<file path="src/rtl/dram_seq_pkg.sv">
package dram_seq_pkg;

    typedef enum logic [2:0] {
        ST_IDLE,
        ST_ROW,
        ST_CAS,
        ST_PRE,
        ST_LAST
    } dbs_state_e;

    // Clock budgets: clocks with the column strobe low in the first beat,
    // and in each later beat for the two modes
    localparam int FIRST_LOW_DEF = 3;
    localparam int PAGE_LOW_DEF  = 2;
    localparam int EDO_LOW_DEF   = 1;
    localparam int BEATS_DEF     = 4;

endpackage

</file>
<file path="src/rtl/dbs_low_counter.sv">
module dbs_low_counter #(
    parameter int CW = 2
) (
    input  logic          clk,
    input  logic          rst_n,
    input  logic          load,
    input  logic [CW-1:0] load_val,
    output logic          zero
);
    logic [CW-1:0] cnt_d, cnt_q;

    always_comb begin
        cnt_d = cnt_q;
        if (load) begin
            cnt_d = load_val;
        end else if (cnt_q != '0) begin
            cnt_d = cnt_q - 1'b1;
        end
    end

    always_ff @(posedge clk) begin
        if (!rst_n) begin
            cnt_q <= '0;
        end else begin
            cnt_q <= cnt_d;
        end
    end

    assign zero = (cnt_q == '0);

    // a load sets the count seen in the next cycle
    load_value_chk: assert property (@(posedge clk) disable iff (!rst_n)
        load |=> (cnt_q == $past(load_val)));

endmodule

</file>
<file path="src/rtl/dbs_col_gen.sv">
module dbs_col_gen #(
    parameter int COL_W = 10,
    parameter int BW    = 2
) (
    input  logic [COL_W-1:0] base,
    input  logic [BW-1:0]    beat,
    output logic [COL_W-1:0] col
);
    // the column steps by one per beat and wraps inside the page
    always_comb begin
        col = base + COL_W'(beat);
    end
endmodule

</file>
<file path="src/rtl/dram_burst_seq.sv">
module dram_burst_seq
    import dram_seq_pkg::*;
#(
    parameter int ROW_W     = 10,
    parameter int COL_W     = 10,
    parameter int DATA_W    = 64,
    parameter int BEATS     = BEATS_DEF,
    parameter int FIRST_LOW = FIRST_LOW_DEF,
    parameter int PAGE_LOW  = PAGE_LOW_DEF,
    parameter int EDO_LOW   = EDO_LOW_DEF
) (
    input  logic                   clk,
    input  logic                   rst_n,
    input  logic                   edo_mode,
    input  logic                   req,
    input  logic [ROW_W+COL_W-1:0] req_addr,
    output logic                   ready,
    output logic                   rd_valid,
    output logic [DATA_W-1:0]      rd_data,
    output logic                   ras_n,
    output logic                   cas_n,
    output logic [((ROW_W > COL_W) ? ROW_W : COL_W)-1:0] mem_addr,
    input  logic [DATA_W-1:0]      mem_dq
);
    localparam int MA_W   = (ROW_W > COL_W) ? ROW_W : COL_W;
    localparam int BW     = (BEATS > 1) ? $clog2(BEATS) : 1;
    localparam int MAXL_A = (FIRST_LOW > PAGE_LOW) ? FIRST_LOW : PAGE_LOW;
    localparam int MAXL   = (MAXL_A > EDO_LOW) ? MAXL_A : EDO_LOW;
    localparam int CW     = $clog2(MAXL + 1);

    typedef struct packed {
        dbs_state_e       st;
        logic [BW-1:0]    beat;
        logic             mode;
        logic [COL_W-1:0] base;
        logic             ras_n;
        logic             cas_n;
        logic             ready;
        logic             valid;
        logic [MA_W-1:0]  addr;
        logic [DATA_W-1:0] data;
    } seq_regs_t;

    seq_regs_t r_d, r_q;

    logic          lc_load;
    logic [CW-1:0] lc_val;
    logic          lc_zero;
    logic [BW-1:0] col_beat;
    logic [COL_W-1:0] col_addr;

    // Counter reload on entry to every column-low phase
    assign lc_load  = (r_q.st == ST_ROW) || (r_q.st == ST_PRE);
    assign lc_val   = (r_q.st == ST_ROW) ? CW'(FIRST_LOW - 1)
                    : (r_q.mode ? CW'(EDO_LOW - 1) : CW'(PAGE_LOW - 1));
    assign col_beat = (r_q.st == ST_ROW) ? '0 : (r_q.beat + 1'b1);

    dbs_low_counter #(.CW(CW)) low_cnt_i (
        .clk      (clk),
        .rst_n    (rst_n),
        .load     (lc_load),
        .load_val (lc_val),
        .zero     (lc_zero)
    );

    dbs_col_gen #(.COL_W(COL_W), .BW(BW)) col_gen_i (
        .base (r_q.base),
        .beat (col_beat),
        .col  (col_addr)
    );

    always_comb begin
        r_d       = r_q;
        r_d.valid = 1'b0;
        unique case (r_q.st)
            ST_IDLE: begin
                r_d.ready = 1'b1;
                r_d.ras_n = 1'b1;
                r_d.cas_n = 1'b1;
                if (req) begin
                    r_d.st    = ST_ROW;
                    r_d.ras_n = 1'b0;
                    r_d.ready = 1'b0;
                    r_d.mode  = edo_mode;
                    r_d.base  = req_addr[COL_W-1:0];
                    r_d.addr  = MA_W'(req_addr[ROW_W+COL_W-1:COL_W]);
                end
            end
            ST_ROW: begin
                r_d.st    = ST_CAS;
                r_d.beat  = '0;
                r_d.cas_n = 1'b0;
                r_d.addr  = MA_W'(col_addr);
            end
            ST_CAS: begin
                if (lc_zero) begin
                    r_d.valid = 1'b1;
                    r_d.data  = mem_dq;
                    r_d.cas_n = 1'b1;
                    if (r_q.beat == BW'(BEATS - 1)) begin
                        r_d.st = ST_LAST;
                    end else begin
                        r_d.st   = ST_PRE;
                        r_d.beat = r_q.beat + 1'b1;
                        r_d.addr = MA_W'(col_addr);
                    end
                end
            end
            ST_PRE: begin
                r_d.st    = ST_CAS;
                r_d.cas_n = 1'b0;
            end
            ST_LAST: begin
                r_d.st    = ST_IDLE;
                r_d.ras_n = 1'b1;
                r_d.ready = 1'b1;
            end
            default: begin
                r_d.st = ST_IDLE;
            end
        endcase
    end

    always_ff @(posedge clk) begin
        if (!rst_n) begin
            r_q       <= '0;
            r_q.st    <= ST_IDLE;
            r_q.ras_n <= 1'b1;
            r_q.cas_n <= 1'b1;
            r_q.ready <= 1'b1;
        end else begin
            r_q <= r_d;
        end
    end

    assign ready    = r_q.ready;
    assign rd_valid = r_q.valid;
    assign rd_data  = r_q.data;
    assign ras_n    = r_q.ras_n;
    assign cas_n    = r_q.cas_n;
    assign mem_addr = r_q.addr;


    cas_in_ras_chk: assert property (@(posedge clk) disable iff (!rst_n)
        !cas_n |-> !ras_n);


    valid_pulse_chk: assert property (@(posedge clk) disable iff (!rst_n)
        rd_valid |=> !rd_valid);


    busy_ready_chk: assert property (@(posedge clk) disable iff (!rst_n)
        !ras_n |-> !ready);


    ras_gap_chk: assert property (@(posedge clk) disable iff (!rst_n)
        $fell(ras_n) |-> ($past(ready) && $past(req)));


    valid_in_row_chk: assert property (@(posedge clk) disable iff (!rst_n)
        rd_valid |-> !ras_n);

endmodule

</file>
<file path="config.mk">
export PLATFORM = sky130hd
export DESIGN_NAME = dram_burst_seq
export DESIGN_NICKNAME = d
export VERILOG_FILES = /design/src/rtl/dram_seq_pkg.sv /design/src/rtl/dbs_low_counter.sv /design/src/rtl/dbs_col_gen.sv /design/src/rtl/dram_burst_seq.sv
export SDC_FILE = /design/constraint.sdc
export NUM_CORES = 1
export LEC_CHECK = 0
export ABC_AREA = 1
export BUFFER_PORTS_ARGS = -buffer_cell sky130_fd_sc_hd__buf_2
export CORE_MARGIN = 4
export CORE_UTILIZATION = 44
export DETAILED_ROUTE_END_ITERATION = 8
export PLACE_DENSITY = 0.82
export SETUP_SLACK_MARGIN = 0.1
export SLEW_MARGIN = 10
export SYNTH_ARGS = -nofsm -noshare
export SYNTH_HDL_FRONTEND = slang
export SYNTH_SLANG_ARGS = --single-unit
</file>
<file path="constraint.sdc">
create_clock -name clk -period 2.1 [get_ports clk]
set_input_delay 0.105 -clock clk [delete_from_list [all_inputs] [get_ports clk]]
set_output_delay 0.105 -clock clk [all_outputs]
set_load 0.03 [all_outputs]
</file>
==> results.yml, run 1 <==
setup_path:
  crit_top_cell: "nand2_1"
  reg2reg_from: "r_q[91]"
  crit_slowest_cell: "dfxtp_2"
  critPathArrivalTime_ps: 2110
  startpoint_type: "register"
  cpPeakStageDelay_ps: 340
  crit_chain: "inv_2, nor2_4, nand2_2, buf_4, nand2_1, inv_1, ha_1, nand2_1, nor2_1, nand2_1, nand2_1, nand2_1, nand3_1, nand3_1, nand2_1, inv_1"
  r2r_slack_ps: 250
  r2r-end: "mem_addr[5]"
  worst-path-max-fanout: 3
  reg2reg_depth: 16
  cp.required_ps: 2360
  end_kind: "register"
  crit_type: "register to register"
synth:
  syn_inst: 588
  yosysWarnings: 0
  syn_area_per_cell_um2: 7.477
  yosysSeqAreaShare: 0.4326
  synthMuxAreaShare: 0
  syn_area_um2: 4397
  synth-compound-area-share: 0.1312
  synth_cell_types: 28
  synth_fp_nets: 681
  synth-seq-cells: 95
  synth_top_family_by_area: "simple AND/OR/NAND/NOR gates"
  synthXorXnorAreaFrac: 0.001992
  synth-simple-area-share: 0.2265
  synth_adder_area_share: 0.01594
clock_network:
  cts_buffers: 9
  cts_buffer_depth: 2
  cts_setup_buffers: 0
  h-tree-depth: 3
  cts_sinks: 95
  clock-root-buffer: "clkbuf_8"
  clkLatencyLatePin_ps: 350
  clk_pin_slew_ps: 90
  cts_tree: "built"
detailed_routing:
  vias: 4031
  wl_per_cell_um: 12.50
  dr.pass1.iters: 5
  drtAntennaViolNets: 0
  routed_wl_um: 10810
  via_per_inst: 4.660
  drc_errors: 0
  drt_iter0_drc: 284
final_layout:
  drive_gt1_frac: 0.2883
  multiInputGateArea_um2: 1672
  n_fill_cell: 914
  nNetsFinal: 820
  num_antenna_cells: 0
  syn_to_final_growth_pct: 25.87
  regArea_um2: 1904
  fin_util: 0.5662
timing:
  finalSetupViolCount: 0
  fmax_mhz: 540.8
  rsz0062_at_grt: "no"
  hold_viol_final: 0
  maxSlewViolCount: 0
  period_needed_ps: 1849
  relSlewSlack: 0.6908
  worst_pin_slew_ps: 462.7
  fin_tns_setup_ps: 0
  finClkSkew_ps: 9.701
  finalCritPeriodShare: 0.8805
die:
  die_w_um: 108.0
  die_h_um: 108.0
  die-area_um2: 11660
  io_pins: 166
  num_rows: 36
  core-area_um2: 9774
  start_util: 0.4498
place:
  place.gp.congestion: 0.8828
  port_buffers: 165
  place_hpwl_um: 7080
power_and_ir_drop:
  power_leakage_nw: 2.625
  power_frac_seq: 0.363
  p_switching_mw: 3.056
  clkPwrFrac: 0.187
  comb_power_share: 0.450
  p_int_mw: 4.034
  p_per_area_nw_per_um2: 1281
  ir_drop_mv: 0.5974
  switching_share: 0.4311
global_routing:
  grt_use_total: 0.1831
  antenna_found_initial: 0
  grt_pass1_wl_um: 17190
  grt_max_degree: 66
  grt_overflow: 0
  grt_pass1_vias: 3679
status:
  outcome: "complete, no violations"
worst_hold_path:
  hold_depth: 3
  hold_class: "input port to register"
  hold_start: "mem_dq[39]"
  whs_endpoint: "rd_data[39]"
job:
  maxCapViolCount: 0
[logic make-up (layout without fill, tap and decap cells)]
kind of cell | Yosys count | after routing
and+or+nand+nor | 243 | 243
buffers and inverters | 131 | 275
xor gates and xnor gates | 1 | 1
adders and majority gates | 5 | 5
AOI/OAI and AO/OA | 113 | 113
DFF | 95 | 95
[cell type report]
type                    instances  share of cell area
inverters                      30             0.02080
repair buffers                229              0.2627
well taps                     133             0.03007
clock buffers                  11             0.02555
flip-flops and latches         95              0.3441
clock inverters                 5             0.01470
multi-input cells             362              0.3021
[cells in the final DEF (no fill, tap or decap), types with 2 or more instances in the layout]
cell type	Yosys	layout
buf_2	8	165
nand2_2	4	4
nor2_2	3	3
o21ai_1	48	48
nor2_1	159	158
nand3_1	19	19
bufinv_16	0	2
nor2_4	1	2
ha_1	4	3
inv_2	4	3
dfxtp_1	95	93
nor3_4	2	2
nand2_1	50	49
dlygate4sd3_1	0	54
nor3_1	3	3
dfxtp_2	0	2
inv_1	26	26
clkbuf_8	0	10
buf_4	75	9
o21ai_0	40	40
a21oi_1	21	21
[synth_stat cells]
cell type	count	area, µm²
a311oi_1	1	8.760
nand3_1	19	95.09
a21oi_1	21	105.1
buf_6	8	90.09
ha_1	4	50.05
a31oi_1	1	6.260
a21oi_2	1	8.760
nand3b_1	1	7.510
nand4_1	1	6.260
inv_1	26	97.59
dfxtp_1	95	1902
nor2_4	1	11.26
o21ai_0	40	200.2
fa_1	1	20.02
o21ai_1	48	240.2
o31ai_1	1	7.510
nor2_2	3	18.77
xor2_1	1	8.760
nand2_1	50	187.7
nand2_2	4	25.02
nor3_1	3	15.01
buf_1	1	3.750
clkbuf_1	9	33.78
buf_4	75	563.0
inv_2	4	15.01
nor3_4	2	32.53
nor2_1	159	596.8
buf_2	8	40.04
[per-layer routing]
metal  wire (µm)  track usage  vias up
li1            -            -     2094
met4         165      0.06222        0
met1        4494       0.2162     1753
met3         749      0.03881       20
met2        5402       0.3286      164
met5           0            0        -
[power by group through the flow]
stage | registers, mW | logic, mW | clock network (mW)
finish | 2.58 | 3.19 | 1.33
global route | 2.64 | 3.50 | 1.45
CTS | 2.57 | 3.18 | 1.37
detailed placement | 2.61 | 3.09 | 0
global placement | 2.59 | 3.07 | 0
floorplan | 2.60 | 2.87 | 0
[how the worst max path moves through the flow]
stage / from / slack, ps / depth (start not counted) / end
finish: r_q[91] / 250 / 16 / mem_addr[5]
global route: r_q[93] / 110 / 15 / mem_addr[5]
CTS: r_q[92] / 120 / 13 / mem_addr[6]
detailed placement: r_q[92] / 140 / 13 / mem_addr[6]
global placement: r_q[92] / 190 / 13 / mem_addr[6]
floorplan: r_q[91] / 140 / 14 / mem_addr[6]
[registers in the layout, indices dropped and copies added (netlist names)]
signal           cells
rd_valid             1
ready                1
mem_addr            10
r_q                 16
rd_data             64
cas_n                1
low_cnt_i.cnt_q      2
[repair_timing]
item | in CTS | in global routing
gates resized for setup | 0 | 8
endpoints found under the setup margin | 0 | 11
endpoints found under the hold margin | 54 | 0
hold buffers | 54 | 0
[critical path, delay by kind of cell (launching register included)]
| family | cells | cell delay, ps |
|---|---|---|
| buf+inv | 4 | 270 |
| fa+ha+maj | 1 | 290 |
| simple gates | 11 | 850 |
| flops | 1 | 340 |
[through the flow]
step	cells	area, µm²	power, mW	worst slack (ps)	hold slack [ps]
after detailed placement	795	4747	5.699	144.9	346.0
after CTS	865	5510	7.115	117.2	2.839
after global routing	865	5534	7.595	108.9	8.195
final	865	5534	7.090	250.9	22.02
after global placement	795	4747	5.654	194.5	338.9
after floorplan	588	4398	5.467	135.8	252.4
Note: power is estimated with default switching activity, not from simulation.
==> inputs of run 2 (changes only) <==
Settings changed: CORE_UTILIZATION 44 to 25, PLACE_DENSITY 0.82 to 0.54.
==> results.yml, run 2 (synthesized netlist as in run 1, its figures left out) <==
die:
  die_w_um: 140.6
  core-area_um2: 17240
  die-area_um2: 19770
  num_rows: 48
  die_h_um: 140.6
  start_util: 0.2551
  io_pins: 166
setup_path:
  worstSetupStartpoint: "r_q[92]"
  r2r_slack_ps: 250
  worst-path-max-fanout: 5
  crit_type: "register to register"
  cp-endpoint: "mem_addr[5]"
  r2r-end: "mem_addr[5]"
  critPathArrivalTime_ps: 2090
  reg2reg_depth: 15
  startpoint_type: "register"
  end_kind: "register"
  reg2reg_from: "r_q[92]"
  cp.required_ps: 2350
final_layout:
  drive_gt1_frac: 0.2920
  multiInputGateArea_um2: 1685
  mostFrequentLayoutCell: "buf_2"
  fin_cells: 951
  n_fill_cell: 1863
  regArea_um2: 1904
  syn_to_final_growth_pct: 29.68
  nNetsFinal: 814
  final_cell_mix: "165 x buf_2, 158 x nor2_1, 93 x dfxtp_1, 49 x nand2_1, 49 x dlygate4sd3_1"
  largest_reg_flops: 64
  num_antenna_cells: 0
clock_network:
  cts_buffer_depth: 2
  cts_buffers: 9
  h-tree-depth: 3
  cts_sinks: 95
  cts_tree: "built"
  clkLatencyLatePin_ps: 350
  clock-root-buffer: "clkbuf_16"
  clk_pin_slew_ps: 60
timing:
  rsz0062_at_grt: "no"
  relSlewSlack: 0.5937
  period_needed_ps: 1846
  hold_viol_final: 0
  worst_pin_slew_ps: 609.5
  fin_tns_setup_ps: 0
  hold_slack_ps: 18.02
  finalCritPeriodShare: 0.8788
  finalSetupViolCount: 0
  maxSlewViolCount: 0
  fin_ws_ps: 254.5
  finClkSkew_ps: 6.869
  fmax_mhz: 541.8
place:
  place_inst: 886
  place_hpwl_um: 8154
  place_ws_ps: 125.4
  place.gp.congestion: 0.8198
  port_buffers: 165
detailed_routing:
  vias: 3911
  drc_errors: 0
  drt_iter0_drc: 155
  dr.pass1.iters: 4
  wl_per_cell_um: 12.19
  drtAntennaViolNets: 0
  via_per_inst: 4.113
  routed_wl_um: 11600
global_routing:
  grt_max_degree: 68
  grt_pass1_vias: 3677
  grt_overflow: 0
  antenna_found_initial: 0
  grt_pass1_wl_um: 18730
  grt_use_total: 0.1185
power_and_ir_drop:
  clkPwrFrac: 0.225
  switching_share: 0.4249
  p_switching_mw: 3.171
  power_frac_seq: 0.344
  power_leakage_nw: 2.640
  p_int_mw: 4.293
  p_per_area_nw_per_um2: 1309
  comb_power_share: 0.431
  ir_drop_mv: 0.4448
worst_hold_path:
  hold_class: "input port to register"
  hold_start: "mem_dq[14]"
status:
  outcome: "complete, no violations"
job:
  maxCapViolCount: 0
run 2: critical path: stages (launching register included):
cell and delay [ps]:
dfxtp_2 350, inv_2 110, nand2_1 80, buf_4 140, nand2_1 50, inv_1 60, ha_1 300, nand2_1 60
nor2_1 130, nand2_1 100, nand2_1 80, nand2_1 50, nand3_1 60, nand3_1 70, nand2_1 70, inv_1 30
run 2: worst min-delay path by stage:
stage	slack (ps)	endpoint	cells after the start
2_1_floorplan	250	rd_data[8]	2
3_3_place_gp	340	rd_data[6]	3
3_5_place_dp	350	rd_data[0]	3
4_1_cts	0.2	rd_data[14]	3
5_1_grt	20	rd_data[23]	3
6_report	20	rd_data[14]	3
run 2: layout make-up:
class	instances	share of cell area
sequential	95	0.3340
multi-input combinational	362	0.2956
timing repair buffer	223	0.2471
tap	225	0.04937
clock buffer	10	0.04191
inverter	30	0.01997
clock inverter	6	0.01207
run 2: power by group through the flow:
stage | Clock [mW] | Sequential, mW | Combinational (mW)
after floorplan | 0 | 2.60 | 2.87
after global placement | 0 | 2.60 | 3.16
after detailed placement | 0 | 2.61 | 3.17
after CTS | 1.76 | 2.57 | 3.25
after global routing | 1.84 | 2.64 | 3.56
final | 1.68 | 2.57 | 3.22
run 2: per-stage QoR:
step	cell area [µm²]	utilization	power (mW)
2_1_floorplan	4398	-	5.467
3_3_place_gp	4867	0.2824	5.763
3_5_place_dp	4867	0.2824	5.779
4_1_cts	5665	0.3287	7.578
5_1_grt	5702	0.3308	8.037
6_report	5702	0.3308	7.463
run 2: per-layer routing:
metal	up-vias	share of wire	GRT usage
li1	2078	-	-
met1	1702	0.46	0.1479
met2	119	0.45	0.1953
met3	12	0.074	0.03426
met4	0	0.016	0.04182
met5	-	0	0
run 2: repair_timing:
action | 4_1_cts | 5_1_grt
resized for setup | 0 | 10
endpoints found under the setup margin | 0 | 7
hold endpoints to repair | 49 | 0
hold buffers | 49 | 0
buffers inserted | 0 | 0
==> inputs of run 3 (changes only) <==
Settings changed: CORE_ASPECT_RATIO from default to 0.6.
==> results.yml, run 3 (synthesized netlist as in run 1, its figures left out) <==
die:
  io_pins: 166
  num_rows: 37
  die_h_um: 110.7
  die_w_um: 179.2
  die-area_um2: 19840
  start_util: 0.2560
  core-area_um2: 17180
timing:
  hold_viol_final: 0
  period_needed_ps: 1859
  finClkSkew_ps: 3.632
  fin_tns_setup_ps: 0
  worst_pin_slew_ps: 441.5
  rsz0062_at_grt: "no"
  finalCritPeriodShare: 0.8851
  hold_slack_ps: 16.22
  relSlewSlack: 0.7054
  finalSetupViolCount: 0
  maxSlewViolCount: 0
  fmax_mhz: 538.0
setup_path:
  worst-path-max-fanout: 4
  cp.required_ps: 2370
  startpoint_type: "register"
  critPathArrivalTime_ps: 2130
  end_kind: "register"
  crit_type: "register to register"
detailed_routing:
  wl_per_cell_um: 12.88
  routed_wl_um: 12130
  drt_iter0_drc: 146
  drtAntennaViolNets: 0
  vias: 3952
  via_per_inst: 4.195
  drc_errors: 0
  dr.pass1.iters: 4
final_layout:
  final_cell_area_um2: 5534
  nNetsFinal: 796
  largest_reg_flops: 64
  syn_to_final_growth_pct: 25.87
  mostFrequentLayoutCell: "buf_2"
  final_cell_mix: "165 x buf_2, 157 x nor2_1, 93 x dfxtp_1, 48 x nand2_1, 48 x o21ai_1"
  num_antenna_cells: 0
  drive_gt1_frac: 0.3051
  fin_util: 0.3222
  fin_cells: 942
place:
  port_buffers: 165
  place.gp.congestion: 0.8044
  placed_area_um2: 4881
  place_hpwl_um: 8879
  place_inst: 897
global_routing:
  grt_pass1_wl_um: 19410
  antenna_found_initial: 0
  grt_max_degree: 66
  grt_overflow: 0
  grt_use_total: 0.1201
  grt_pass1_vias: 3825
power_and_ir_drop:
  clkPwrFrac: 0.248
  p_per_area_nw_per_um2: 1403
  power_frac_seq: 0.334
  ir_drop_mv: 0.5758
  p_int_mw: 4.492
  p_switching_mw: 3.271
  switching_share: 0.4213
  comb_power_share: 0.419
  power_leakage_nw: 2.576
clock_network:
  cts_buffers: 9
  clk_pin_slew_ps: 70
  cts_sinks: 95
  cts_tree: "built"
  h-tree-depth: 3
  clkLatencyLatePin_ps: 330
  clock-root-buffer: "clkbuf_16"
  cts_buffer_depth: 2
job:
  maxCapViolCount: 0
worst_hold_path:
  hold_class: "input port to register"
status:
  outcome: "complete, no violations"
-- run 3: changes by cell type in the layout (fill, tap and decap cells not counted), moves of 2 or more --
cell / before / now
dlygate4sd3_1: 49 / 27
nor2_2: 2 / 4
buf_4: 7 / 12
clkinv_2: 2 / 0
bufinv_16: 1 / 3
-- run 3: per-layer routing --
metal  wire, µm  track usage
met2       4786       0.1750
met5          0            0
met1       6162       0.1752
met3       1105      0.03851
met4         76      0.02079
-- run 3: worst paths after layout --
path	from	end	slack, ps	cells after the start
max	r_q[91]	mem_addr[6]	240	14
min	mem_dq[53]	rd_data[53]	20	3
max reg2reg	r_q[91]	mem_addr[6]	240	14
min reg2reg	r_q[88]	r_q[88]	460	2
-- run 3: what timing repair did --
item                                   4_1_cts  5_1_grt
setup endpoints to repair                    1       49
setup buffers                                2        0
hold buffers                                27        0
resized for setup                            0        8
pin swaps                                    0        1
endpoints found under the hold margin       27        0
-- run 3: final cells by class --
type | instances | area (µm²)
clock buffers | 10 | 229.0
clock inverters | 6 | 117.6
fillers | 1870 | 11640
inverters | 30 | 112.6
multi-input cells | 362 | 1672
flip-flops and latches | 95 | 1904
well taps | 234 | 292.8
repair buffers | 205 | 1206
-- run 3: power groups by stage --
stage / registers (mW) / clock network [mW] / logic, mW
final: 2.59 / 1.92 / 3.25
after global routing: 2.66 / 2.06 / 3.60
after CTS: 2.59 / 2.00 / 3.26
after detailed placement: 2.63 / 0 / 3.20
after global placement: 2.62 / 0 / 3.22
after floorplan: 2.60 / 0 / 2.87
-- run 3: critical path, cell delays in order (launching register included) --
cell	delay, ps
dfxtp_2	340
inv_2	40
nor2_4	100
nand2_2	70
nand2_1	60
inv_1	50
ha_2	180
fa_2	380
nand2_2	100
nor2_2	60
inv_1	70
nor2_1	40
nor3_1	180
nor2_1	60
nor2_1	90
-- run 3: stage by stage --
step	setup slack [ps]	power (mW)
2_1_floorplan	135.8	5.467
3_3_place_gp	167.2	5.838
3_5_place_dp	140.4	5.826
4_1_cts	113.6	7.853
5_1_grt	105.3	8.321
6_report	241.2	7.763
